File: config.mk
export PLATFORM = sky130hd
export DESIGN_NAME = fp_to_int_trunc
export DESIGN_NICKNAME = d
export VERILOG_FILES = /design/src/rtl/fti_pkg.sv /design/src/rtl/fti_align.sv /design/src/rtl/fti_pack.sv /design/src/rtl/fp_to_int_trunc.sv
export SDC_FILE = /design/constraint.sdc
export NUM_CORES = 1
export LEC_CHECK = 0
export BUFFER_PORTS_ARGS = -buffer_cell sky130_fd_sc_hd__buf_2
export CAP_MARGIN = 20
export CORE_ASPECT_RATIO = 1.2
export CORE_MARGIN = 1
export CORE_UTILIZATION = 52
export DETAILED_ROUTE_END_ITERATION = 7
export PLACE_DENSITY = 0.78
export SYNTH_ARGS = -nofsm -noshare
export SYNTH_HDL_FRONTEND = slang
export SYNTH_HIERARCHICAL = 1
export SYNTH_SLANG_ARGS = --single-unit
File: constraint.sdc
create_clock -name clk -period 4 [get_ports clk]
set_clock_uncertainty 0.1 [all_clocks]
set_input_delay 0.4 -clock clk [delete_from_list [all_inputs] [get_ports clk]]
set_output_delay 0.4 -clock clk [all_outputs]
set_load 0.02 [all_outputs]
File: src/rtl/fti_pkg.sv
package fti_pkg;

    typedef enum logic [1:0] {
        FTI_ZERO = 2'b00,
        FTI_NUM  = 2'b01,
        FTI_INF  = 2'b10,
        FTI_NAN  = 2'b11
    } fti_class_e;

    typedef struct packed {
        logic        valid;
        logic [31:0] data;
        logic        inexact;
        logic        invalid;
    } fti_out_t;

endpackage

File: src/rtl/fti_align.sv
// Right-aligns the significand so that its integer part sits at the bottom.
// Bits shifted out are ORed into a sticky indication, stage by stage.
module fti_align #(
    parameter int W     = 32,
    parameter int EXP_W = 10
) (
    input  logic [W-1:0]            sig,
    input  logic signed [EXP_W-1:0] exp_in,
    output logic [W-1:0]            mag,
    output logic                    sticky,
    output logic                    too_big
);
    localparam int SHW = $clog2(W);

    logic             neg_exp;
    logic [SHW-1:0]   amt;
    logic [W-1:0]     stg [0:SHW];
    logic             stk [0:SHW];

    assign neg_exp = exp_in[EXP_W-1];
    assign too_big = (exp_in >= $signed(EXP_W'(W)));
    assign amt     = SHW'(W-1) - exp_in[SHW-1:0];

    assign stg[0] = sig;
    assign stk[0] = 1'b0;

    generate
        for (genvar k = 0; k < SHW; k++) begin : g_stage
            localparam int SH = 1 << k;
            assign stg[k+1] = amt[k] ? (stg[k] >> SH) : stg[k];
            assign stk[k+1] = stk[k] | (amt[k] & (|stg[k][SH-1:0]));
        end
    endgenerate

    assign mag    = neg_exp ? '0 : stg[SHW];
    assign sticky = neg_exp ? (|sig) : stk[SHW];
endmodule

File: src/rtl/fti_pack.sv
// Range check, sign application and saturation.
module fti_pack #(
    parameter int W = 32
) (
    input  fti_pkg::fti_class_e cls,
    input  logic                sign,
    input  logic [W-1:0]        mag,
    input  logic                sticky,
    input  logic                too_big,
    output logic [W-1:0]        result,
    output logic                inexact,
    output logic                invalid
);
    import fti_pkg::*;

    logic mag_ovf;
    logic ovf;

    // Magnitude 2^(W-1) is legal only for a negative operand.
    assign mag_ovf = mag[W-1] & (~sign | (|mag[W-2:0]));

    always_comb begin
        ovf = 1'b0;
        unique case (cls)
            FTI_ZERO: ovf = 1'b0;
            FTI_NUM:  ovf = too_big | mag_ovf;
            default:  ovf = 1'b1;
        endcase
    end

    always_comb begin
        result  = '0;
        inexact = 1'b0;
        invalid = 1'b0;
        if (ovf) begin
            invalid = 1'b1;
            result  = sign ? {1'b1, {(W-1){1'b0}}} : {1'b0, {(W-1){1'b1}}};
        end else if (cls == FTI_NUM) begin
            inexact = sticky;
            result  = sign ? (~mag + W'(1)) : mag;
        end
    end
endmodule

File: src/rtl/fp_to_int_trunc.sv
module fp_to_int_trunc #(
    parameter int W     = 32,
    parameter int EXP_W = 10
) (
    input  logic                    clk,
    input  logic                    rst_n,
    input  logic                    in_valid,
    input  logic [1:0]              in_class,
    input  logic                    in_sign,
    input  logic signed [EXP_W-1:0] in_exp,
    input  logic [W-1:0]            in_sig,
    output logic                    out_valid,
    output logic [W-1:0]            out_int,
    output logic                    out_inexact,
    output logic                    out_invalid
);
    import fti_pkg::*;

    typedef struct packed {
        logic         valid;
        logic [W-1:0] data;
        logic         inexact;
        logic         invalid;
    } state_t;

    state_t       st_d, st_q;
    logic [W-1:0] mag;
    logic         sticky;
    logic         too_big;
    logic [W-1:0] res;
    logic         nx;
    logic         nv;

    fti_align #(.W(W), .EXP_W(EXP_W)) align_i (
        .sig     (in_sig),
        .exp_in  (in_exp),
        .mag     (mag),
        .sticky  (sticky),
        .too_big (too_big)
    );

    fti_pack #(.W(W)) pack_i (
        .cls     (fti_class_e'(in_class)),
        .sign    (in_sign),
        .mag     (mag),
        .sticky  (sticky),
        .too_big (too_big),
        .result  (res),
        .inexact (nx),
        .invalid (nv)
    );

    always_comb begin
        st_d       = st_q;
        st_d.valid = in_valid;
        if (in_valid) begin
            st_d.data    = res;
            st_d.inexact = nx;
            st_d.invalid = nv;
        end
    end

    always_ff @(posedge clk) begin
        if (!rst_n) begin
            st_q <= '0;
        end else begin
            st_q <= st_d;
        end
    end

    assign out_valid   = st_q.valid;
    assign out_int     = st_q.data;
    assign out_inexact = st_q.inexact;
    assign out_invalid = st_q.invalid;
endmodule

==> results of run 1 <==
==> layout by cell type, fill, tap and decap left out, types with 2 or more instances in the layout <==
cell / netlist / routed
sky130_fd_sc_hd__buf_12: 4 / 2
sky130_fd_sc_hd__nor4_1: 15 / 13
sky130_fd_sc_hd__nor4_2: 1 / 3
sky130_fd_sc_hd__or4_4: 2 / 2
sky130_fd_sc_hd__nor2_1: 49 / 49
sky130_fd_sc_hd__mux2_2: 21 / 21
sky130_fd_sc_hd__dfxtp_1: 35 / 35
sky130_fd_sc_hd__a21o_1: 3 / 3
sky130_fd_sc_hd__a21oi_1: 9 / 9
sky130_fd_sc_hd__nand2_1: 22 / 22
sky130_fd_sc_hd__o31ai_1: 11 / 11
sky130_fd_sc_hd__clkbuf_8: 0 / 6
sky130_fd_sc_hd__inv_1: 10 / 10
sky130_fd_sc_hd__nand3_1: 5 / 5
sky130_fd_sc_hd__o21ba_1: 2 / 2
sky130_fd_sc_hd__a31oi_1: 2 / 2
sky130_fd_sc_hd__and2_1: 4 / 4
sky130_fd_sc_hd__a211oi_1: 9 / 9
sky130_fd_sc_hd__buf_4: 0 / 84
sky130_fd_sc_hd__or2_2: 3 / 3
sky130_fd_sc_hd__mux4_1: 2 / 2
sky130_fd_sc_hd__mux4_2: 36 / 36
sky130_fd_sc_hd__o41ai_1: 5 / 5
sky130_fd_sc_hd__or4_1: 3 / 3
sky130_fd_sc_hd__xor2_1: 24 / 24
sky130_fd_sc_hd__or3_1: 2 / 2
sky130_fd_sc_hd__nand2b_1: 6 / 6
sky130_fd_sc_hd__mux2i_1: 52 / 52
sky130_fd_sc_hd__o22a_1: 3 / 3
sky130_fd_sc_hd__o21ai_0: 20 / 20
sky130_fd_sc_hd__mux2_1: 8 / 8
sky130_fd_sc_hd__nand4_1: 8 / 8
sky130_fd_sc_hd__buf_2: 8 / 80
sky130_fd_sc_hd__a22oi_1: 5 / 4
sky130_fd_sc_hd__nor3_1: 4 / 3
sky130_fd_sc_hd__nor2b_1: 43 / 43
sky130_fd_sc_hd__o21ai_1: 25 / 25
==> layout make-up <==
class | count | share of cell area, %
Sequential cell | 35 | 12.2
Tap cell | 117 | 2.56
Clock buffer | 6 | 1.44
Multi-Input combinational cell | 427 | 63.5
Timing Repair Buffer | 167 | 18.9
Clock inverter | 2 | 0.612
Inverter | 11 | 0.765
==> worst reg2reg max path, cell delays in order, from the launching register on <==
cell and delay [ns]:
sky130_fd_sc_hd__dfxtp_1 0.31, sky130_fd_sc_hd__mux2i_1 0.14, sky130_fd_sc_hd__nor2b_1 0.07
==> registers in the layout (all words and copies together), names as in the netlist <==
register / cells
out_inexact: 1
out_int: 32
out_valid: 1
out_invalid: 1
==> synth_stat cells, types with 6 or more instances <==
library cell / count / area [µm²]
sky130_fd_sc_hd__nand2b_1: 6 / 37.5
sky130_fd_sc_hd__nor2b_1: 43 / 269
sky130_fd_sc_hd__xor2_1: 24 / 210
sky130_fd_sc_hd__o31ai_1: 11 / 82.6
sky130_fd_sc_hd__a21oi_1: 9 / 45.0
sky130_fd_sc_hd__mux4_2: 36 / 811
sky130_fd_sc_hd__buf_2: 8 / 40.0
sky130_fd_sc_hd__nand4_1: 8 / 50.1
sky130_fd_sc_hd__dfxtp_1: 35 / 701
sky130_fd_sc_hd__buf_1: 8 / 30.0
sky130_fd_sc_hd__nand2_1: 22 / 82.6
sky130_fd_sc_hd__mux2_2: 21 / 236
sky130_fd_sc_hd__mux2_1: 8 / 90.1
sky130_fd_sc_hd__o21ai_0: 20 / 100
sky130_fd_sc_hd__inv_1: 10 / 37.5
sky130_fd_sc_hd__clkbuf_1: 19 / 71.3
sky130_fd_sc_hd__nor4_1: 15 / 93.8
sky130_fd_sc_hd__a211oi_1: 9 / 67.6
sky130_fd_sc_hd__nor2_1: 49 / 184
sky130_fd_sc_hd__o21ai_1: 25 / 125
sky130_fd_sc_hd__mux2i_1: 52 / 521
==> routing by layer <==
metal  vias to the layer above  global-route usage (%)
met5                         -                       0
met4                         0                    14.5
met3                        32                    2.90
met2                       200                    50.3
met1                      2229                    33.1
li1                       2212                       -
==> timing repair <==
action | CTS | global route
endpoints found under the setup margin | 3 | 31
gates resized for setup | 1 | 6
gates cloned | 0 | 0
pin swaps | 0 | 1
==> power groups by stage <==
stage	clock (W)	combinational (W)	sequential [W]
floorplan	0	0.000431	0.000411
global placement	0	0.000682	0.000385
detailed placement	0	0.000702	0.000386
CTS	0.000341	0.000706	0.000378
global route	0.000352	0.000773	0.000380
finish	0.000333	0.000720	0.000378
==> cell families after synthesis <==
| group | Yosys count | share of synthesized area [%] |
|---|---|---|
| DFF | 35 | 15.2 |
| AOI/OAI and AO/OA | 102 | 14.6 |
| xor gates and xnor gates | 25 | 4.74 |
| buffers and inverters | 54 | 6.72 |
| muxes | 120 | 37.3 |
| and+or+nand+nor | 179 | 21.2 |
| adders and majority gates | 1 | 0.271 |
==> metrics by stage <==
step	setup WS, ns	util [%]	setup TNS, ns	power [W]	instances
5_1_grt	-0.000487	66.5	-0.000487	0.00151	765
3_3_place_gp	-0.224	64.8	-5.79	0.00107	757
4_1_cts	0.0755	66.2	0	0.00143	765
3_5_place_dp	-0.332	64.8	-8.22	0.00109	757
2_1_floorplan	0.00393	-	0	0.000842	516
6_report	0.168	66.5	0	0.00143	765
==> path summary, 6_finish.rpt <==
path / startpoint / endpoint / slack, ns / depth (start not counted)
hold / removal: out_int[23]$_SDFFE_PN0P_ / out_int[23]$_SDFFE_PN0P_ / 0.41 / 2
setup reg to reg: out_int[5]$_SDFFE_PN0P_ / out_int[5]$_SDFFE_PN0P_ / 3.27 / 2
setup / recovery: in_exp[0] / out_int[10]$_SDFFE_PN0P_ / 0.17 / 13
hold reg to reg: out_int[23]$_SDFFE_PN0P_ / out_int[23]$_SDFFE_PN0P_ / 0.41 / 2
==> summary.md, run 1 <==
Grouping stages by cell kind, the critical path spends the most delay in simple AND/OR/NAND/NOR gates. Counting the fill cells in the layout gives 757. The most used flip-flop cell after synthesis is sky130_fd_sc_hd__dfxtp_1.

After synthesis, the netlist uses 61 different library cells. In this run, synthesis inferred 0 flip-flops with an integrated enable. The starting density of the core was 53.6%; the total CTS buffers was 5. By startpoint and endpoint, the worst setup path is classified as input port to flip-flop. Entering global routing, the biggest net connects 42 pins.

The number of nets produced by synthesis was 565; the cell-internal power was 0.000916 W. The number of global-route vias before repair is 4462. The fraction of final layout cells with drive strength greater than 1 was 39.0%; the mean number of vias per cell was 6.11. The placed instances occupy a cell area of 5580 µm². During placement, the flow inserted port buffers numbering 82. At the pin with the least slew margin, the transition time is 0.955 ns.

The worst-case IR drop observed on VDD is 0.119 mV. Dividing the detail-routed wire length by the instance count gives 17.0 µm. The detailed router placed 4673 vias in this run.

For the final hold violation count, the log shows 0. Global routing used 28.4% of the available tracks. The tool flagged a number of max-cap violations equal to 0. The detail route stage leaves a number of antenna-violating nets equal to 0.

The die area is 9260 µm², and the detailed-route DRC error count is 0. Counting stages on the worst path, the most repeated cell is sky130_fd_sc_hd__or4_4. Walking the worst path, the cells encountered are buf_6, mux4_2, mux2_2, a22oi_1, nor2_1, or4_4, or4_4, o31ai_4, buf_4, o21ai_1, a222oi_1, mux2i_1, nor2b_1. Type of origin of the critical path: an input port. The clock period could shrink to 3.83 ns. The run gives 0 as the count of final setup violators.

Delay of the slowest cell on the worst path: 0.57 ns. The chip height was 105 µm. The cell with the largest stage delay on the worst path is sky130_fd_sc_hd__mux4_2. The synthesized area divided by synthesized cell count came out at 8.95 µm². TritonCTS built the clock tree. For the clock latency at the later pin of the worst-skew pair, the log shows 0.29 ns. Clock-pin slew was measured on the worst setup and hold paths at 0.07 ns. Counting every sink on the clock net gives 35. The number of antenna violations at the first check in global routing came out at 0.

Hold repair after CTS inserted 0 buffers. Synthesis produced a netlist whose cell count is 516. The worst-case clock buffer depth was 2; the combined area of the multi-input logic cells was 3630 µm². The wire-length estimate of the detail-placed layout is 10.3 mm. The repair_antennas step left the layout with diodes totalling 0. The logs give 5720 µm² for the cell area after layout and 7 for the number of iterations in the first detailed-routing pass.

After the first detailed-routing iteration, the DRC count stood at 210. The floorplan has 37 rows. CTS built an H-tree with a depth of 2. The total buffers and inverters traversed by the critical path works out to 2.

Routability congestion estimate: 0.955. The post-synthesis instance area is 4620 µm², and the final period utilization is 95.8%. For this run, the number of Yosys warnings is 6. The core area is 8610 µm².

After detailed routing, no signal wire sits above met4. The biggest fanout along the worst timing path works out to 14. In this run the clock root is driven by a sky130_fd_sc_hd__clkbuf_8. At the worst endpoint, the required time is 4.13 ns. The worst-case headroom to the max-slew limit is 36.3%. In the final design database the tool counted 696 nets. The aggregate global routing overflow was 0. Net switching is 36.0% of the power. STA classifies the critical path endpoint as a flip-flop.

Hold timing on the final database bottoms out at a slack of 0.412 ns. The max-slew violation count is 0, and the combined flip-flop and latch cell area is 701 µm². In this run the worst hold path is classified as flip-flop to flip-flop.

For this design the static power due to leakage is 2.56 nW. In this run, synthesis produced a sequential element count of 35. The logs give 50.3% for the part of the total power dissipated in combinational logic and 665 µm for the amount of wire on met3 after detailed routing. The switching power summed over all nets was 0.000515 W. Buffers added to address setup during post-CTS repair amount to 0.

The share of synthesized area occupied by flip-flops and latches is 15.2%, and the proportion of synthesized flip-flops having asynchronous set or reset is 0%. Static timing analysis puts the maximum clock frequency at 261 MHz. The die is 88.0 µm wide.

The run finished with clean final reports. From synthesis to final layout, the design area changed by 24.0%. The routed length on met1 was 5.30 mm. The power per unit of standard cell area is 250 nW/µm², and the arrival time of data at the critical path endpoint is 3.97 ns. The overall routed net length is 13.0 mm, and the global-route wire length before repair is 20.9 mm. The clock network accounts for 23.3% of the total power. The I/O pin count was 83; the met2 wirelength from detailed routing was 6.63 mm. The sequential power share came out at 26.4%.
No activity file was read; power rests on OpenSTA's default activity.
==> run 2: changes to the inputs <==
--- a/config.mk
+++ b/config.mk
@@ -5,13 +5,14 @@
 export SDC_FILE = /design/constraint.sdc
 export NUM_CORES = 1
 export LEC_CHECK = 0
+export ABC_AREA = 1
 export BUFFER_PORTS_ARGS = -buffer_cell sky130_fd_sc_hd__buf_2
 export CAP_MARGIN = 20
 export CORE_ASPECT_RATIO = 1.2
 export CORE_MARGIN = 1
-export CORE_UTILIZATION = 52
+export CORE_UTILIZATION = 53
 export DETAILED_ROUTE_END_ITERATION = 7
-export PLACE_DENSITY = 0.78
+export PLACE_DENSITY = 0.79
 export SYNTH_ARGS = -nofsm -noshare
 export SYNTH_HDL_FRONTEND = slang
 export SYNTH_HIERARCHICAL = 1
==> summary.md, run 2 <==
The die outline width came out at 90.0 µm. The met2 wirelength from detailed routing was 6.60 mm. Broken down by cell family, the worst path's largest delay share belongs to simple AND/OR/NAND/NOR gates. The first global-routing pass estimated 23.3 mm of wire.

The number of violations of the max-capacitance limit is 0, and the number of flip-flops in the largest register is 32. The library cell with the largest summed area after synthesis was sky130_fd_sc_hd__nand2_1. Hold timing on the final database bottoms out at a slack of 0.367 ns.

The synthesized netlist occupies a cell area of 4930 µm². In this run, flip-flops and latches consume 28.2% of the power. The cell count after synthesis came out at 961. The run gives 0 as the number of hold buffers added after cts. The number of antenna violations at the first check in global routing was 0; the maximum number of pins on one net before global-route repair was 70. Of the total synthesized cell area, the portion taken by XOR and XNOR cells is 0%.

The clock input transition at the sequential cells of the worst setup and hold paths was 0.07 ns; the combined area of the multi-input logic cells was 3560 µm². The count of yosys warnings during synthesis is 6, and the average wire per standard cell is 12.1 µm. The combinational family with the most area after synthesis is simple AND/OR/NAND/NOR gates. The run gives 0.00136 W as the total power consumption of the routed design. In this run the number of cells on the critical path is 24. The worst-case headroom to the max-slew limit was 56.4%; the post-synthesis share of cell area spent on full adders, half adders and majority gates was 0.254%. By area the synthesized netlist is led by sky130_fd_sc_hd__nand2_1, sky130_fd_sc_hd__nand3_1, sky130_fd_sc_hd__dfxtp_1, sky130_fd_sc_hd__nor2_1, sky130_fd_sc_hd__inv_1. The slowest stage of the critical path is the sky130_fd_sc_hd__inv_4 cell. The tools report the number of standard cells in the layout, taps in and fillers out as 1129. The routability congestion estimate was 1.02; the static leakage power was 2.92 nW. For the pin with the worst max-slew slack, the measured transition is 0.648 ns.

The number of iterations in the first detailed-routing pass was 8. Row generation in the floorplan step produced 38 rows. The core area is 9030 µm², and the fraction of final layout cells with drive strength greater than 1 is 15.7%.

Net switching is 42.3% of the power. The final hold violation count is 0. Tracing the worst setup path back leads to its startpoint at in_exp[0]. The fraction of post-synthesis cell area in the top cell type by area came out at 25.2%.

The peak ir drop on the vdd network was 0.128 mV; the number of enable-type register cells in the synthesized netlist was 0. In this design, the stage delay of the slowest critical-path cell is 0.29 ns. The critical path is of the input port to flip-flop type. The number of antenna diodes in the final layout is 0. Across all layers, the routed design uses 6052 vias. Clock tree synthesis found a total of 35 sinks. Along the worst path, the maximum fanout reaches 32. Signal routing reaches up to met4. In this run, placement finished with an instance count of 1121. The clock reaches the later pin of the worst-skew pair after 0.30 ns. The run gives 2 as the maximum level of the CTS H-tree. The most frequent standard cell in the layout excluding fill and tap cells is sky130_fd_sc_hd__nand2_1.

After clock tree synthesis, the setup repair step added 0 buffers. The number of buffers and inverters on the critical path is 5. The fmax was 301 MHz.

For this block, the initial DRC count from the detailed router was 425. The overall routed net length is 13.7 mm. Following the worst setup path forward leads to its endpoint at out_int[17]$_SDFFE_PN0P_. TritonCTS built the clock tree.

The capturing element type of the critical path is a flip-flop. The path class of the tightest hold or removal check is flip-flop to flip-flop. In this run the clock root is driven by a sky130_fd_sc_hd__clkbuf_8. Setup repair after global routing left no endpoint under its margin. In this run the tool buffered the top-level ports with 82 buffer cells. Mean number of vias per cell: 5.36. At the end of the flow, the number of nets in the layout was 1057. The count of fill cells added during filler insertion is 1042, and the amount of wire on met3 after detailed routing is 804 µm. Summing the areas of all and, or, nand and nor instances in the mapped netlist gives 65.8% of the synthesized area. In this run, synthesis produced a sequential element count of 35. TritonCTS created 5 clock buffers.

The complex-gate fraction of the synthesized area was 6.20%; the data required time at the worst endpoint was 4.09 ns. Final period utilization: 83.1%. The I/O pin count was 83. Among all flip-flop cells after synthesis, the most frequent one is sky130_fd_sc_hd__dfxtp_1. Of the post-synthesis cell area, the part taken by muxes is 0%. The signal on the critical path passes through buf_2, inv_4, nand2_1, nand3_1, o21ai_0, o21ai_0, o21ai_0, o21ai_0, inv_1, ha_1, nand2_1, nor2_2, nand3_2, nor2_1, nand2_1, nand2_2, nand3_2, clkinv_2, nand3_1, nand2_1, inv_1, nand2_1, nand2_1, nor2_1. The proportion of synthesized flip-flops having asynchronous set or reset is 0%, and the total negative setup slack is 0 ns. The die covers 9690 µm².

The run gives 0 as the max-slew violation count. The capture instance of the worst register-to-register path was out_int[9]$_SDFFE_PN0P_. For the combined flip-flop and latch cell area, the log shows 701 µm². The residual antenna-violating net count after detailed routing came out at 0. The run finished with clean final reports.

The average instance in the mapped netlist occupies 5.13 µm². The clock share of power came out at 24.1%. The number of different library cells used by synthesis comes to 34. For this design the ratio of total power to cell area is 256 nW/µm². The tools report the launch instance of the worst register-to-register path as out_int[9]$_SDFFE_PN0P_. The tools report the number of global-route vias before repair as 5279.

The setup check on the worst reg-to-reg path leaves a slack of 3.29 ns. The tools report the global-route usage over all layers as 28.9%. The cell that appears most often on the critical path is sky130_fd_sc_hd__nand2_1. In the post-synthesis netlist, the cell with the most instances is sky130_fd_sc_hd__nand2_1. For the cell-internal power, the log shows 0.000787 W. Summed over all layers, the global routing overflow is 0. The number of nets produced by synthesis is 1010. The starting density of the core is 54.5%, and the worst-case clock buffer depth is 2.

The routed design could run at a clock period as short as 3.32 ns. Setup violations remaining at the end of the flow were counted as 0. Relative to the synthesized area, the layout overhead comes to 8.20%. For this design the total switching power over the nets is 0.000578 W. The type of origin of the critical path is an input port.

The commonest cells after synthesis are sky130_fd_sc_hd__nand2_1, sky130_fd_sc_hd__nand3_1, sky130_fd_sc_hd__nor2_1. Of the total power, combinational logic draws 47.6%. For the number of gates resized after CTS, the log shows 0. For this block, wires on met1 add up to 5.77 mm. For this run, design rule violations remaining after detail routing come to 0. The HPWL reported at the end of detailed placement was 10.8 mm; the chip height was 108 µm. Data on the critical path arrives at its endpoint at 3.41 ns.

The library cells used most frequently in the layout, excluding fill and tap cells, are sky130_fd_sc_hd__nand2_1, sky130_fd_sc_hd__nand3_1, sky130_fd_sc_hd__nor2_1. For the worst flop-to-flop path, the logic depth is 2. Sequential cells were found to cover 14.2% of the synthesized design area.
[run 2: changes by cell type in the layout (fill, tap and decap cells not counted), sizes merged, moves of 8 or more]
cell    delta
o31ai     -12
mux2i     -53
nor2     +113
nand2    +335
xor2      -24
inv       +64
nand3    +173
mux4      -38
nor4       -8
mux2      -29
a211oi     -8
buf       -74
nor2b     -43
[run 2: power groups by stage]
stage | logic (W) | clock network, W | registers [W]
after floorplan | 0.000467 | 0 | 0.000425
after CTS | 0.000641 | 0.000336 | 0.000385
after detailed placement | 0.000638 | 0 | 0.000393
after global routing | 0.000733 | 0.000351 | 0.000389
final | 0.000650 | 0.000329 | 0.000385
after global placement | 0.000634 | 0 | 0.000392
[run 2: cells by family (layout without fill, tap and decap cells)]
kind of cell	after synthesis	in the layout
and+or+nand+nor	734	734
buffers and inverters	131	179
adders and majority gates	1	1
AOI/OAI and AO/OA	60	60
DFF	35	35
[run 2: worst register-to-register path, cell delays in order (launching register included)]
cell and delay (ns):
sky130_fd_sc_hd__dfxtp_1 0.35, sky130_fd_sc_hd__nor2_1 0.05, sky130_fd_sc_hd__nor2_1 0.15
[run 2: area by class of cell]
type / instances / share of cell area [%]
inverter: 78 / 5.59
multi-input combinational: 795 / 66.8
sequential: 35 / 13.1
clock inverter: 2 / 0.657
timing repair buffer: 93 / 9.48
tap: 120 / 2.82
clock buffer: 6 / 1.55
[run 2: metal layers]
layer / up-vias / GRT usage (%)
met1: 2601 / 34.3
met2: 251 / 51.9
met3: 45 / 2.26
met4: 0 / 15.4
li1: 3155 / -
met5: - / 0
[run 2: metrics by stage]
stage / area [µm²] / utilization, % / setup WS (ns)
global route: 5330 / 59.0 / 0.245
finish: 5330 / 59.0 / 0.678
global placement: 5210 / 57.7 / 0.506
CTS: 5330 / 59.0 / 0.723
detailed placement: 5210 / 57.7 / 0.413
floorplan: 4930 / - / 1.03
[run 2: worst min path at each step]
stage / startpoint / endpoint / slack [ns] / cells after the start
after global placement: out_int[17]$_SDFFE_PN0P_ / out_int[17]$_SDFFE_PN0P_ / 0.35 / 2
after global routing: out_int[5]$_SDFFE_PN0P_ / out_int[5]$_SDFFE_PN0P_ / 0.38 / 2
after floorplan: out_int[22]$_SDFFE_PN0P_ / out_int[22]$_SDFFE_PN0P_ / 0.44 / 2
after CTS: out_int[1]$_SDFFE_PN0P_ / out_int[1]$_SDFFE_PN0P_ / 0.37 / 2
final: out_int[1]$_SDFFE_PN0P_ / out_int[1]$_SDFFE_PN0P_ / 0.37 / 2
after detailed placement: out_int[1]$_SDFFE_PN0P_ / out_int[1]$_SDFFE_PN0P_ / 0.36 / 2
==> run 3: changes to the inputs <==
--- a/config.mk
+++ b/config.mk
@@ -5,14 +5,14 @@
 export SDC_FILE = /design/constraint.sdc
 export NUM_CORES = 1
 export LEC_CHECK = 0
-export ABC_AREA = 1
+export ABC_AREA = 0
 export BUFFER_PORTS_ARGS = -buffer_cell sky130_fd_sc_hd__buf_2
 export CAP_MARGIN = 20
 export CORE_ASPECT_RATIO = 1.2
 export CORE_MARGIN = 1
-export CORE_UTILIZATION = 53
+export CORE_UTILIZATION = 58
 export DETAILED_ROUTE_END_ITERATION = 7
-export PLACE_DENSITY = 0.79
+export PLACE_DENSITY = 0.82
 export SYNTH_ARGS = -nofsm -noshare
 export SYNTH_HDL_FRONTEND = slang
 export SYNTH_HIERARCHICAL = 1
==> constraint.sdc (replaced) <==
create_clock -name clk -period 3.27 [get_ports clk]
set_clock_uncertainty 0.1 [all_clocks]
set_input_delay 0.327 -clock clk [delete_from_list [all_inputs] [get_ports clk]]
set_output_delay 0.327 -clock clk [all_outputs]
set_load 0.02 [all_outputs]
==> summary.md, run 3 (same netlist as run 1, synthesis figures left out) <==
The run finished, with violations left. The checks that failed: negative setup slack. Entering global routing, the biggest net connects 41 pins.

The peak ir drop on the vdd network was 0.379 mV. In the finished design, the share of the clock period the worst path needs comes to 113%. The number of antenna violations at the first check in global routing was 0; the total via count after detailed routing was 5607. Number of iterations in the first detailed-routing pass: 5. The die area is 8320 µm², and the number of flip-flops in the largest register is 32. Per report_power, the combinational group accounts for 57.2% of the total. The residual antenna-violating net count after detailed routing was 0. Along the worst path, the maximum fanout reaches 13.

The final layout contains 778 nets. The run gives 2.41 ns as the internal reg-to-reg setup slack. The power per unit of standard cell area works out to 299 nW/µm². Launch instance of the worst register-to-register path: out_int[20]$_SDFFE_PN0P_. The clock network is responsible for 20.3% of the overall power. For this block, the routed nets add up to 18.5 mm of wire. Total CTS buffers: 5. Class of the worst hold path: flip-flop to flip-flop.

The tools report the launch point of the worst path as in_exp[1]. STA classifies the critical path endpoint as a flip-flop. The floorplan step set the die width to 83.4 µm. The final hold violation count came out at 0. Type of origin of the critical path: an input port. Dividing the detail-routed wire length by the instance count gives 22.6 µm.

For the max-slew violation count, the log shows 0. The detailed router finished its first iteration with 496 violations. After floorplanning, the core was divided into 35 placement rows. Based on the critical path, the design can be clocked at up to 271 MHz. Clock tree synthesis selected as its root buffer the cell sky130_fd_sc_hd__clkbuf_8.

Following the worst setup path forward leads to its endpoint at out_int[28]$_SDFFE_PN0P_. The data required time at the worst endpoint was 3.36 ns. Setup repair after global routing could not meet its margin everywhere. The total area inside the core boundary comes to 7710 µm². Data arrives at the worst endpoint at 3.78 ns. After clock tree synthesis, the clock-pin slew on the worst setup and hold paths is 0.08 ns. The measured slew at the worst slew-check pin was 1.13 ns. The count of final setup violators is 33, and the number of inserted diodes is 0.

For the detailed-route DRC error count, the log shows 0. Leaving out fill and tap cells, the most frequent cells in the layout are sky130_fd_sc_hd__buf_4, sky130_fd_sc_hd__buf_2, sky130_fd_sc_hd__mux2i_1. The cell area after layout is 6920 µm². The initial utilization of the core area, before any placement, comes to 59.9%. The tools report the capture instance of the worst register-to-register path as out_int[20]$_SDFFE_PN0P_. The number of global-route vias before repair was 5417. Routability-driven placement finished with a final weighted congestion of 0.988.

Final hold analysis gives a worst-case slack of 0.423 ns. The maximum level of the CTS H-tree was 2; the aggregate global routing overflow was 0. The tools report the cell-internal power as 0.00126 W.

In this run the static leakage power is 3.11 nW. Switching power summed over all nets: 0.000803 W. The mean number of vias per cell is 6.82. Leaving out fill and tap cells, the most frequent cell in the layout is sky130_fd_sc_hd__buf_4. The global-route wire length before repair is 26.7 mm. The class of the most critical setup path was input port to flip-flop. The number of hold buffers added after cts came out at 0.

Buffers placed on the I/O ports in this run total 82. The share of total power dissipated in sequential elements is 22.5%. Compared with the post-synthesis result, the final layout area differs by 49.8%. The setup slack of the critical path after layout is -0.421 ns, and the number of violations of the max-capacitance limit is 0. Net switching is 38.9% of the power. For the worst flop-to-flop path, the logic depth is 2. The chip height was 99.7 µm. For this run, the total global-route usage over all layers was measured as 40.1%. The shortest clock period the worst path allows after layout was 3.69 ns; the fraction of final layout cells with drive strength greater than 1 was 55.5%. I/O pin count: 83. Measured against its own limit, the worst slew margin works out to 24.3%. TritonCTS built the clock tree. The clock latency at the later pin of the worst-skew pair is 0.29 ns, and the worst-case clock buffer depth is 2.

The tools report the cell area reported after detailed placement as 6090 µm². Number of sinks driven by the clock tree: 35. The HPWL reported at the end of detailed placement was 11.2 mm; the final core utilization was 89.7%.
-- run 3: metal layers --
metal,wire (µm),global-route usage [%],vias to the layer above
li1,-,-,2388
met1,6280,42.9,2616
met2,8980,74.4,446
met3,1530,4.23,157
met4,1750,27.1,0
met5,0,0,-
-- run 3: cell type report --
cell class                      instances  area (µm²)
Clock buffer                            6        82.6
Clock inverter                          2        35.0
Fill cell                             337         792
Inverter                               11        43.8
Multi-Input combinational cell        430        4130
Sequential cell                        35         701
Tap cell                               92         115
Timing Repair Buffer                  246        1810
-- run 3: worst min path at each step --
stage | start | to | slack (ns) | cells after the start
2_1_floorplan | rst_n | out_inexact$_SDFFE_PN0P_ | 0.36 | 1
3_3_place_gp | out_int[0]$_SDFFE_PN0P_ | out_int[0]$_SDFFE_PN0P_ | 0.39 | 2
3_5_place_dp | out_invalid$_SDFFE_PN0P_ | out_invalid$_SDFFE_PN0P_ | 0.40 | 2
4_1_cts | rst_n | out_int[23]$_SDFFE_PN0P_ | 0.41 | 2
5_1_grt | rst_n | out_int[29]$_SDFFE_PN0P_ | 0.44 | 2
6_report | out_int[16]$_SDFFE_PN0P_ | out_int[16]$_SDFFE_PN0P_ | 0.42 | 2
-- run 3: power groups by stage --
stage,clock (W),sequential [W],combinational [W]
6_report,0.000419,0.000465,0.00118
2_1_floorplan,0,0.000503,0.000554
5_1_grt,0.000443,0.000467,0.00123
3_3_place_gp,0,0.000471,0.000923
4_1_cts,0.000421,0.000463,0.00104
3_5_place_dp,0,0.000473,0.000952
-- run 3: what timing repair did --
| item | 4_1_cts | 5_1_grt |
|---|---|---|
| setup endpoints to repair | 34 | 34 |
| pin swaps | 29 | 21 |
| setup buffers | 8 | 7 |
| gates cloned | 5 | 0 |
| resized for setup | 57 | 52 |
-- run 3: worst max-delay path, stage by stage --
cell                       delay, ns
sky130_fd_sc_hd__buf_8          0.14
sky130_fd_sc_hd__buf_6          0.15
sky130_fd_sc_hd__mux2_2         0.35
sky130_fd_sc_hd__o21ai_1        0.26
sky130_fd_sc_hd__buf_4          0.17
sky130_fd_sc_hd__mux2i_1        0.06
sky130_fd_sc_hd__a21oi_1        0.32
sky130_fd_sc_hd__nor2_1         0.11
sky130_fd_sc_hd__nor4_2         0.37
sky130_fd_sc_hd__nand3b_1       0.27
sky130_fd_sc_hd__buf_4          0.28
sky130_fd_sc_hd__o41ai_4        0.35
sky130_fd_sc_hd__xor2_1         0.26
sky130_fd_sc_hd__o21ai_2        0.09
sky130_fd_sc_hd__mux2i_1        0.18
sky130_fd_sc_hd__nor2b_1        0.08
-- run 3: metrics by stage --
| stage | total power, W | TNS, ns | std cells | worst slack, ns |
|---|---|---|---|---|
| 3_3_place_gp | 0.00139 | -24.73 | 794 | -0.838 |
| 4_1_cts | 0.00192 | -6.59 | 815 | -0.258 |
| 5_1_grt | 0.00214 | -13.81 | 822 | -0.556 |
| 3_5_place_dp | 0.00142 | -29.95 | 794 | -0.964 |
| 2_1_floorplan | 0.00106 | -11.04 | 516 | -0.403 |
| 6_report | 0.00207 | -9.66 | 822 | -0.421 |
